--- src/rtl/key_chain_pkg.sv ---
package key_chain_pkg;

  typedef enum logic [2:0] {
    RC_PASS         = 3'd0,
    RC_PRI_MISMATCH = 3'd1,
    RC_PRI_REVOKED  = 3'd2,
    RC_SEC_REVOKED  = 3'd3,
    RC_SEC_SIG_BAD  = 3'd4,
    RC_IMG_SIG_BAD  = 3'd5
  } res_code_e;

  typedef enum logic [2:0] {
    ST_IDLE = 3'd0,
    ST_PRI  = 3'd1,
    ST_SEC  = 3'd2,
    ST_IMG  = 3'd3,
    ST_PASS = 3'd4,
    ST_FAIL = 3'd5
  } chain_state_e;

endpackage

--- src/rtl/kc_rst_sync.sv ---
module kc_rst_sync (
  input  logic clk,
  input  logic arst_n,
  output logic srst_n
);
  logic [1:0] sync_q;

  always_ff @(posedge clk or negedge arst_n) begin
    if (!arst_n) sync_q <= 2'b00;
    else         sync_q <= {sync_q[0], 1'b1};
  end

  assign srst_n = sync_q[1];
endmodule

--- src/rtl/pri_hash_store.sv ---
module pri_hash_store #(
  parameter int HASH_W  = 384,
  parameter int NUM_PRI = 2,
  parameter int SLOT_W  = 1
) (
  input  logic              clk,
  input  logic              por_n,
  input  logic              prog_en,
  input  logic [SLOT_W-1:0] prog_slot,
  input  logic [HASH_W-1:0] prog_hash,
  input  logic              rev_en,
  input  logic [SLOT_W-1:0] rev_slot,
  input  logic [SLOT_W-1:0] sel_slot,
  input  logic [HASH_W-1:0] cmp_hash,
  output logic              match_o,
  output logic              revoked_o,
  output logic [NUM_PRI-1:0] lock_o,
  output logic [NUM_PRI-1:0] rev_o
);

  logic [NUM_PRI-1:0] slot_eq;

  for (genvar i = 0; i < NUM_PRI; i++) begin : g_slot
    logic [HASH_W-1:0] hash_q;
    logic              lock_q;
    logic              rev_q;
    logic              wr_en;
    logic              rv_en;

    // A slot accepts exactly one write; the lock closes it for good.
    assign wr_en = prog_en && (prog_slot == SLOT_W'(i)) && !lock_q;
    assign rv_en = rev_en && (rev_slot == SLOT_W'(i));

    always_ff @(posedge clk or negedge por_n) begin
      if (!por_n) begin
        hash_q <= '0;
        lock_q <= 1'b0;
      end else if (wr_en) begin
        hash_q <= prog_hash;
        lock_q <= 1'b1;
      end
    end

    always_ff @(posedge clk or negedge por_n) begin
      if (!por_n)     rev_q <= 1'b0;
      else if (rv_en) rev_q <= 1'b1;
    end

    assign slot_eq[i] = lock_q && (hash_q == cmp_hash);
    assign lock_o[i]  = lock_q;
    assign rev_o[i]   = rev_q;
  end

  always_comb begin
    if (int'(sel_slot) < NUM_PRI) begin
      match_o   = slot_eq[sel_slot];
      revoked_o = rev_o[sel_slot];
    end else begin
      match_o   = 1'b0;
      revoked_o = 1'b1;
    end
  end

endmodule

--- src/rtl/sec_revoke_map.sv ---
module sec_revoke_map #(
  parameter int NUM_SEC  = 32,
  parameter int SEC_ID_W = 8
) (
  input  logic                clk,
  input  logic                por_n,
  input  logic                rev_en,
  input  logic [SEC_ID_W-1:0] rev_id,
  input  logic [SEC_ID_W-1:0] chk_id,
  output logic                revoked_o,
  output logic [NUM_SEC-1:0]  map_o
);

  localparam int IDX_W = (NUM_SEC > 1) ? $clog2(NUM_SEC) : 1;

  for (genvar i = 0; i < NUM_SEC; i++) begin : g_ent
    logic ent_q;
    logic hit;

    // Full-width compare: identifiers beyond the map never alias an entry.
    assign hit = rev_en && (rev_id == SEC_ID_W'(i));

    always_ff @(posedge clk or negedge por_n) begin
      if (!por_n)   ent_q <= 1'b0;
      else if (hit) ent_q <= 1'b1;
    end

    assign map_o[i] = ent_q;
  end

  logic in_range;
  assign in_range  = (chk_id < SEC_ID_W'(NUM_SEC));
  assign revoked_o = !in_range || map_o[chk_id[IDX_W-1:0]];

endmodule

--- src/rtl/chain_fsm.sv ---
module chain_fsm
  import key_chain_pkg::*;
(
  input  logic       clk,
  input  logic       rst_n,
  input  logic       start,
  input  logic       pri_match,
  input  logic       pri_revoked,
  input  logic       sec_revoked,
  input  logic       sec_sig_ok,
  input  logic       img_sig_ok,
  output logic       busy,
  output logic       done,
  output logic       pass,
  output logic       fail,
  output logic [2:0] code
);

  chain_state_e state_q, state_d;
  res_code_e    code_q, code_d;
  logic         cap_en;
  logic         pri_match_q, pri_rev_q, sec_rev_q, sec_ok_q, img_ok_q;

  always_comb begin
    state_d = state_q;
    code_d  = code_q;
    cap_en  = 1'b0;
    case (state_q)
      ST_IDLE: begin
        if (start) begin
          cap_en  = 1'b1;
          state_d = ST_PRI;
        end
      end
      ST_PRI: begin
        if (pri_rev_q) begin
          state_d = ST_FAIL;
          code_d  = RC_PRI_REVOKED;
        end else if (!pri_match_q) begin
          state_d = ST_FAIL;
          code_d  = RC_PRI_MISMATCH;
        end else begin
          state_d = ST_SEC;
        end
      end
      ST_SEC: begin
        if (sec_rev_q) begin
          state_d = ST_FAIL;
          code_d  = RC_SEC_REVOKED;
        end else if (!sec_ok_q) begin
          state_d = ST_FAIL;
          code_d  = RC_SEC_SIG_BAD;
        end else begin
          state_d = ST_IMG;
        end
      end
      ST_IMG: begin
        if (!img_ok_q) begin
          state_d = ST_FAIL;
          code_d  = RC_IMG_SIG_BAD;
        end else begin
          state_d = ST_PASS;
          code_d  = RC_PASS;
        end
      end
      default: begin
        state_d = state_q;
      end
    endcase
  end

  always_ff @(posedge clk or negedge rst_n) begin
    if (!rst_n) begin
      state_q <= ST_IDLE;
      code_q  <= RC_PASS;
    end else begin
      state_q <= state_d;
      code_q  <= code_d;
    end
  end

  always_ff @(posedge clk or negedge rst_n) begin
    if (!rst_n) begin
      pri_match_q <= 1'b0;
      pri_rev_q   <= 1'b0;
      sec_rev_q   <= 1'b0;
      sec_ok_q    <= 1'b0;
      img_ok_q    <= 1'b0;
    end else if (cap_en) begin
      pri_match_q <= pri_match;
      pri_rev_q   <= pri_revoked;
      sec_rev_q   <= sec_revoked;
      sec_ok_q    <= sec_sig_ok;
      img_ok_q    <= img_sig_ok;
    end
  end

  assign busy = (state_q == ST_PRI) || (state_q == ST_SEC) || (state_q == ST_IMG);
  assign pass = (state_q == ST_PASS);
  assign fail = (state_q == ST_FAIL);
  assign done = pass || fail;
  assign code = code_q;

endmodule

--- src/rtl/key_chain_auth.sv ---
module key_chain_auth #(
  parameter int HASH_W   = 384,
  parameter int NUM_PRI  = 2,
  parameter int NUM_SEC  = 32,
  parameter int SEC_ID_W = 8,
  localparam int SLOT_W  = (NUM_PRI > 1) ? $clog2(NUM_PRI) : 1
) (
  input  logic                clk,
  input  logic                rst_n,
  input  logic                por_n,
  input  logic                prog_en,
  input  logic [SLOT_W-1:0]   prog_slot,
  input  logic [HASH_W-1:0]   prog_hash,
  input  logic                pri_rev_en,
  input  logic [SLOT_W-1:0]   pri_rev_slot,
  input  logic                sec_rev_en,
  input  logic [SEC_ID_W-1:0] sec_rev_id,
  input  logic                start,
  input  logic [SLOT_W-1:0]   sel_slot,
  input  logic [HASH_W-1:0]   key_hash,
  input  logic [SEC_ID_W-1:0] sec_id,
  input  logic                sec_sig_ok,
  input  logic                img_sig_ok,
  output logic                busy,
  output logic                done,
  output logic                pass,
  output logic                fail,
  output logic [2:0]          code
);

  logic               ses_rst_n;
  logic               sto_rst_n;
  logic               pri_match;
  logic               pri_revoked;
  logic               sec_revoked;
  logic [NUM_PRI-1:0] pri_lock;
  logic [NUM_PRI-1:0] pri_rev;
  logic [NUM_SEC-1:0] sec_map;

  kc_rst_sync u_ses_sync (.clk(clk), .arst_n(rst_n), .srst_n(ses_rst_n));
  kc_rst_sync u_sto_sync (.clk(clk), .arst_n(por_n), .srst_n(sto_rst_n));

  pri_hash_store #(
    .HASH_W (HASH_W),
    .NUM_PRI(NUM_PRI),
    .SLOT_W (SLOT_W)
  ) u_store (
    .clk      (clk),
    .por_n    (sto_rst_n),
    .prog_en  (prog_en),
    .prog_slot(prog_slot),
    .prog_hash(prog_hash),
    .rev_en   (pri_rev_en),
    .rev_slot (pri_rev_slot),
    .sel_slot (sel_slot),
    .cmp_hash (key_hash),
    .match_o  (pri_match),
    .revoked_o(pri_revoked),
    .lock_o   (pri_lock),
    .rev_o    (pri_rev)
  );

  sec_revoke_map #(
    .NUM_SEC (NUM_SEC),
    .SEC_ID_W(SEC_ID_W)
  ) u_secmap (
    .clk      (clk),
    .por_n    (sto_rst_n),
    .rev_en   (sec_rev_en),
    .rev_id   (sec_rev_id),
    .chk_id   (sec_id),
    .revoked_o(sec_revoked),
    .map_o    (sec_map)
  );

  chain_fsm u_fsm (
    .clk        (clk),
    .rst_n      (ses_rst_n),
    .start      (start),
    .pri_match  (pri_match),
    .pri_revoked(pri_revoked),
    .sec_revoked(sec_revoked),
    .sec_sig_ok (sec_sig_ok),
    .img_sig_ok (img_sig_ok),
    .busy       (busy),
    .done       (done),
    .pass       (pass),
    .fail       (fail),
    .code       (code)
  );

endmodule

--- config.mk ---
export PLATFORM = sky130hd
export DESIGN_NAME = key_chain_auth
export DESIGN_NICKNAME = d
export VERILOG_FILES = /design/src/rtl/key_chain_pkg.sv /design/src/rtl/kc_rst_sync.sv /design/src/rtl/pri_hash_store.sv /design/src/rtl/sec_revoke_map.sv /design/src/rtl/chain_fsm.sv /design/src/rtl/key_chain_auth.sv
export SDC_FILE = /design/constraint.sdc
export NUM_CORES = 2
export LEC_CHECK = 0
export CORE_AREA = 4 4 310 312
export CTS_BUF_LIST = sky130_fd_sc_hd__clkbuf_8
export CTS_CLUSTER_DIAMETER = 60
export DETAILED_ROUTE_END_ITERATION = 8
export DIE_AREA = 0 0 314 316
export DONT_BUFFER_PORTS = 1
export MAX_ROUTING_LAYER = met4
export PLACE_DENSITY = 0.61
export SLEW_MARGIN = 20
export SYNTH_ARGS = -nofsm -noshare
export SYNTH_HDL_FRONTEND = slang
export SYNTH_SLANG_ARGS = --single-unit
--- constraint.sdc ---
create_clock -name clk -period 33.8 [get_ports clk]
set_input_delay 0 -clock clk [delete_from_list [all_inputs] [get_ports clk]]
set_output_delay 0 -clock clk [all_outputs]
set_load 0.01 [all_outputs]
==> key figures, run 1 <==
Clocking
  • Clk buf depth: 3
  • Cts hold-fix bufs: 946
  • Gates resized, CTS repair: 0
  • CTS sink cnt: 819
  • TritonCTS buffer count: 150
  • CTS Root Cell: clkbuf_8
  • Post-CTS Setup Inserts: 0
  • H-tree Lvls: 4

Place
  • GP Congestion: 1.09
  • Placed Area: 41800 um2
  • PortBufs: 0
  • Detail Placement HPWL: 165000 um
  • Placed cell count: 4464

Outcome
  • Status: aborted with a tool error
  • First error: [ERROR RSZ-0060] Max buffer count reached.
  • Last stage reached: clock tree synthesis

Synthesis
  • Sequential area share after synthesis: 50.8%
  • Synth Instances: 3277
  • Post-Synth Simple-Gate Area: 10.2%
  • Compound-gate portion of the synthesized area: 6.91%
  • Synth warn: 0
  • Prevailing post-synth register cell: dfrtp_1
  • Seq cells post-synth: 819
  • Post-synth cell types: 50
  • Post-synthesis xor/xnor area fraction: 8.44%
  • Largest family of logic cells by synthesized area: multiplexers
  • EDFF count, synth: 0
  • Post-synthesis mux area share: 20.9%
  • Mean Syn Cell Area: 12.3 um2
  • Post-Synthesis Cell Area: 40400 um2
  • Post-synth ARST share: 100%
  • Synth Area in Adders: 0%

Die
  • Die X: 314 um
  • Die Height: 316 um
  • Num rows: 112
  • # IOs: 803
  • Starting density of the core: 43.4%
[per-stage QoR]
stage	setup WS, ns	hold WS, ns
after floorplan	9.67	-0.296
after global placement	29.48	-0.296
after detailed placement	29.48	-0.296
[cell usage after synthesis (all sizes together) (51+ instances only)]
master	number	area share, %
dfrtp	819	51
mux2	726	20
xnor2	285	6.2
nand2b	249	3.9
inv	199	1.8
nor2b	138	2.1
xor2	104	2.3
nor4	95	1.5
nand4	94	1.5
o2111ai	80	1.7
nand2	58	0.54
o22ai	58	0.90
clkbuf	54	0.50
o21ai	51	0.63
[kinds of logic after synthesis]
kind of cell / Yosys count
AO/OA/AOI/OAI: 351
XOR/XNOR: 389
buffers and inverters: 294
flip-flops: 819
multiplexers: 738
other: 1
AND/OR/NAND/NOR: 685
==> inputs of run 2 (changes only) <==
--- a/config.mk
+++ b/config.mk
@@ -5,14 +5,11 @@
 export SDC_FILE = /design/constraint.sdc
 export NUM_CORES = 2
 export LEC_CHECK = 0
-export CORE_AREA = 4 4 310 312
-export CTS_BUF_LIST = sky130_fd_sc_hd__clkbuf_8
-export CTS_CLUSTER_DIAMETER = 60
+export CORE_MARGIN = 4
+export CORE_UTILIZATION = 40
 export DETAILED_ROUTE_END_ITERATION = 8
-export DIE_AREA = 0 0 314 316
 export DONT_BUFFER_PORTS = 1
-export MAX_ROUTING_LAYER = met4
-export PLACE_DENSITY = 0.61
+export PLACE_DENSITY_LB_ADDON = 0.15
 export SLEW_MARGIN = 20
 export SYNTH_ARGS = -nofsm -noshare
 export SYNTH_HDL_FRONTEND = slang
==> run 2 against run 1 <==
Against the previous run: the flow now finishes without violations; synthesized cell count unchanged; synthesized area unchanged.
==> key figures, run 2 <==
Synthesis
  • Top-count cell post-synth: dfrtp_1
  • Yosys top cell by area: dfrtp_1
  • Mean Syn Cell Area: 12.3 um2
  • Synth Instances: 3277
  • Post-synth cell types: 50
  • Post-Synthesis Cell Area: 40400 um2
  • Post-synth ARST share: 100%
  • Synth warn: 0
  • Sequential area share after synthesis: 50.8%
  • EDFF count, synth: 0
  • Synth top area share: 50.8%
  • Top post-synthesis cells by count: 819 x dfrtp_1, 726 x mux2_2, 285 x xnor2_1
  • Prevailing post-synth register cell: dfrtp_1
  • Seq cells post-synth: 819
  • Largest cells by area after synthesis: dfrtp_1 51%, mux2_2 20%, xnor2_1 6.2%

Place
  • PortBufs: 0
  • Placed cell count: 4511
  • Placed Area: 41900 um2
  • GP Congestion: 1.07
  • Detail Placement HPWL: 177000 um

Power and ir drop
  • PwrDens: 54.7 nW/um2
  • Worst VDD drop: 0.0391 mV
  • Leakage: 0.0217 uW

Critical path
  • Crit path capture type: flip-flop
  • Worst Path Max Fanout: 2
  • Crit Path Class: flip-flop to flip-flop
  • Slowest CP cell: nor4_1
  • CP startpoint kind: flip-flop
  • Arr. time, crit path: 5.41 ns
  • RR Startpoint: u_store.g_slot[0].hash_q[112]
  • Max stage delay on crit path: 1.03 ns
  • Worst endpoint required time: 34.43 ns
  • CP Launch Point: u_store.g_slot[0].hash_q[112]
  • CP cell instances: xnor2_1 > o221ai_1 > nor4_1 > nand4_1 > nor4_1 > nand4_1 > dlygate4sd3_1 > nand3_1 > dlygate4sd3_1

Timing
  • Fmax achieved: 209 MHz
  • RSZ-0062 raised after global routing: no
  • Final min period: 4.78 ns
  • Final hold violations: 0
  • Layout Skew: 0.0278 ns
  • Relative slew slack: 11.8%
  • Setup Viol. Count Final: 0
  • Slew Limit Fails: 0
  • Slew @ Worst Pin: 1.31 ns
  • Tcrit/Tclk final: 14.1%
  • Setup Total Neg Slack: 0 ns

Run
  • Max_cap viols: 0

Clocking
  • Post-CTS Setup Inserts: 0
  • TritonCTS buffer count: 97
  • Worst-Skew Late Latency: 0.71 ns
  • Gates resized, CTS repair: 0
  • CTS Root Cell: clkbuf_16
  • CTS tree: built
  • Clk buf depth: 3
  • CTS sink cnt: 819
  • H-tree Lvls: 3
  • Cts hold-fix bufs: 442
  • Clock transition at path regs: 0.06 ns

Die
  • Die area: 106000 um2
  • Starting density of the core: 40.3%
  • # IOs: 803
  • Num rows: 116
  • Core ar.: 100000 um2
  • Die Height: 326 um
  • Die X: 326 um

Cells and area
  • Top Registers: u_store.g_slot.hash_q x768, u_secmap.g_ent.ent_q x32
  • Fillers: 9029
  • Total Nets Final: 4550
  • Max reg flops: 768
  • Area grow syn2layout: 23.2%
  • Largest register by flop count: u_store.g_slot.hash_q
  • Layout cells sized above 1: 24.6%
  • Finished Layout Cells: 5187
  • Most common cell after layout, fill and taps aside: dfrtp_1
  • Area of the multi-input gates: 18800 um2
  • Register area: 20500 um2
  • Final instance area: 49700 um2
  • Most frequent cells in the layout: 818 x dfrtp_1, 726 x mux2_2, 442 x dlygate4sd3_1

Global routing
  • Vias in the first global route: 32200
  • Largest net degree at the start of global routing: 165
  • Global route overflow: 0
  • GRT Util Overall: 39.1%
  • First-pass GRT wire length: 280000 um
  • Initial antenna violation count: 84

Route
  • Via Count: 30900
  • DR WL/cell: 41.1 um
  • Detailed Route Iter0 Violations: 3007
  • Detailed Route WL: 213000 um
  • # DRC: 0
  • Vias per cell: 5.95
  • ANT nets after route: 0
  • 1st-pass router iterations: 8

Outcome
  • Status: finished, final reports clean

Hold path
  • Hold Path Origin: prog_hash[253]
  • HP Class: primary input to flip-flop
-- run 2: cell counts after synthesis --
Identical to the previous run, type by type.
-- run 2: final timing paths --
path	end	slack, ns	cells past startpoint
hold / removal	u_store.g_slot[1].hash_q[253]	0.02	2
max in group asynchronous	u_store.g_slot[0].hash_q[366]	30.04	3
min in group asynchronous	u_ses_sync.sync_q[0]	0.08	2
setup / recovery	u_fsm.pri_match_q	29.02	9
hold reg to reg	u_fsm.code[1]	0.30	0
setup reg to reg	u_fsm.pri_match_q	29.02	9
-- run 2: power breakdown --
group	leakage, uW	internal (uW)	switching (uW)	total [uW]
Combinational	0.00961	200	256	456
Clock	0.00162	645	446	1090
Sequential	0.0105	1090	87.0	1170
Total	0.0217	1930	789	2720
-- run 2: kinds of logic after synthesis --
logic type | share of synthesized area (%)
flops | 50.8
mux | 20.9
simple gates | 10.2
xor+xnor | 8.44
compound gates | 6.91
buf+inv | 2.87
other cells | 0.00929
-- run 2: metrics by stage --
stage	hold slack (ns)	utilization, %	power (uW)	setup slack, ns
2_1_floorplan	-0.296	-	1390	9.67
3_3_place_gp	-0.296	41.8	1560	30.08
3_5_place_dp	-0.295	41.8	1570	29.93
4_1_cts	0.000133	49.5	2710	29.23
5_1_grt	0.00916	49.6	2790	29.09
6_report	0.0214	49.7	2720	29.02
-- run 2: layer usage --
metal,part of all wire (%),up-vias,GRT usage (%)
li1,-,12700,-
met1,35,15900,42.8
met2,46,1679,62.6
met3,11,547,17.6
met4,7.4,46,23.6
met5,0.19,-,0
-- run 2: cell type report --
cell class                 count  share of cell area [%]
timing repair buffer         472                    9.44
multi-input combinational   2165                    37.7
inverter                     199                    1.50
clock inverter                34                   0.732
tap                         1298                    3.26
sequential                   819                    41.2
antenna                       62                   0.312
clock buffer                 138                    5.82
-- run 2: worst max-delay path, delay by kind of cell, from the launching register on --
kind,cells,cell delay (ns)
AND/OR/NAND/NOR,5,2.47
AO/OA/AOI/OAI,1,0.21
flip-flops,1,0.39
buffers and inverters,2,1.20
XOR/XNOR,1,0.44
Note: power is estimated with default switching activity, not from simulation.
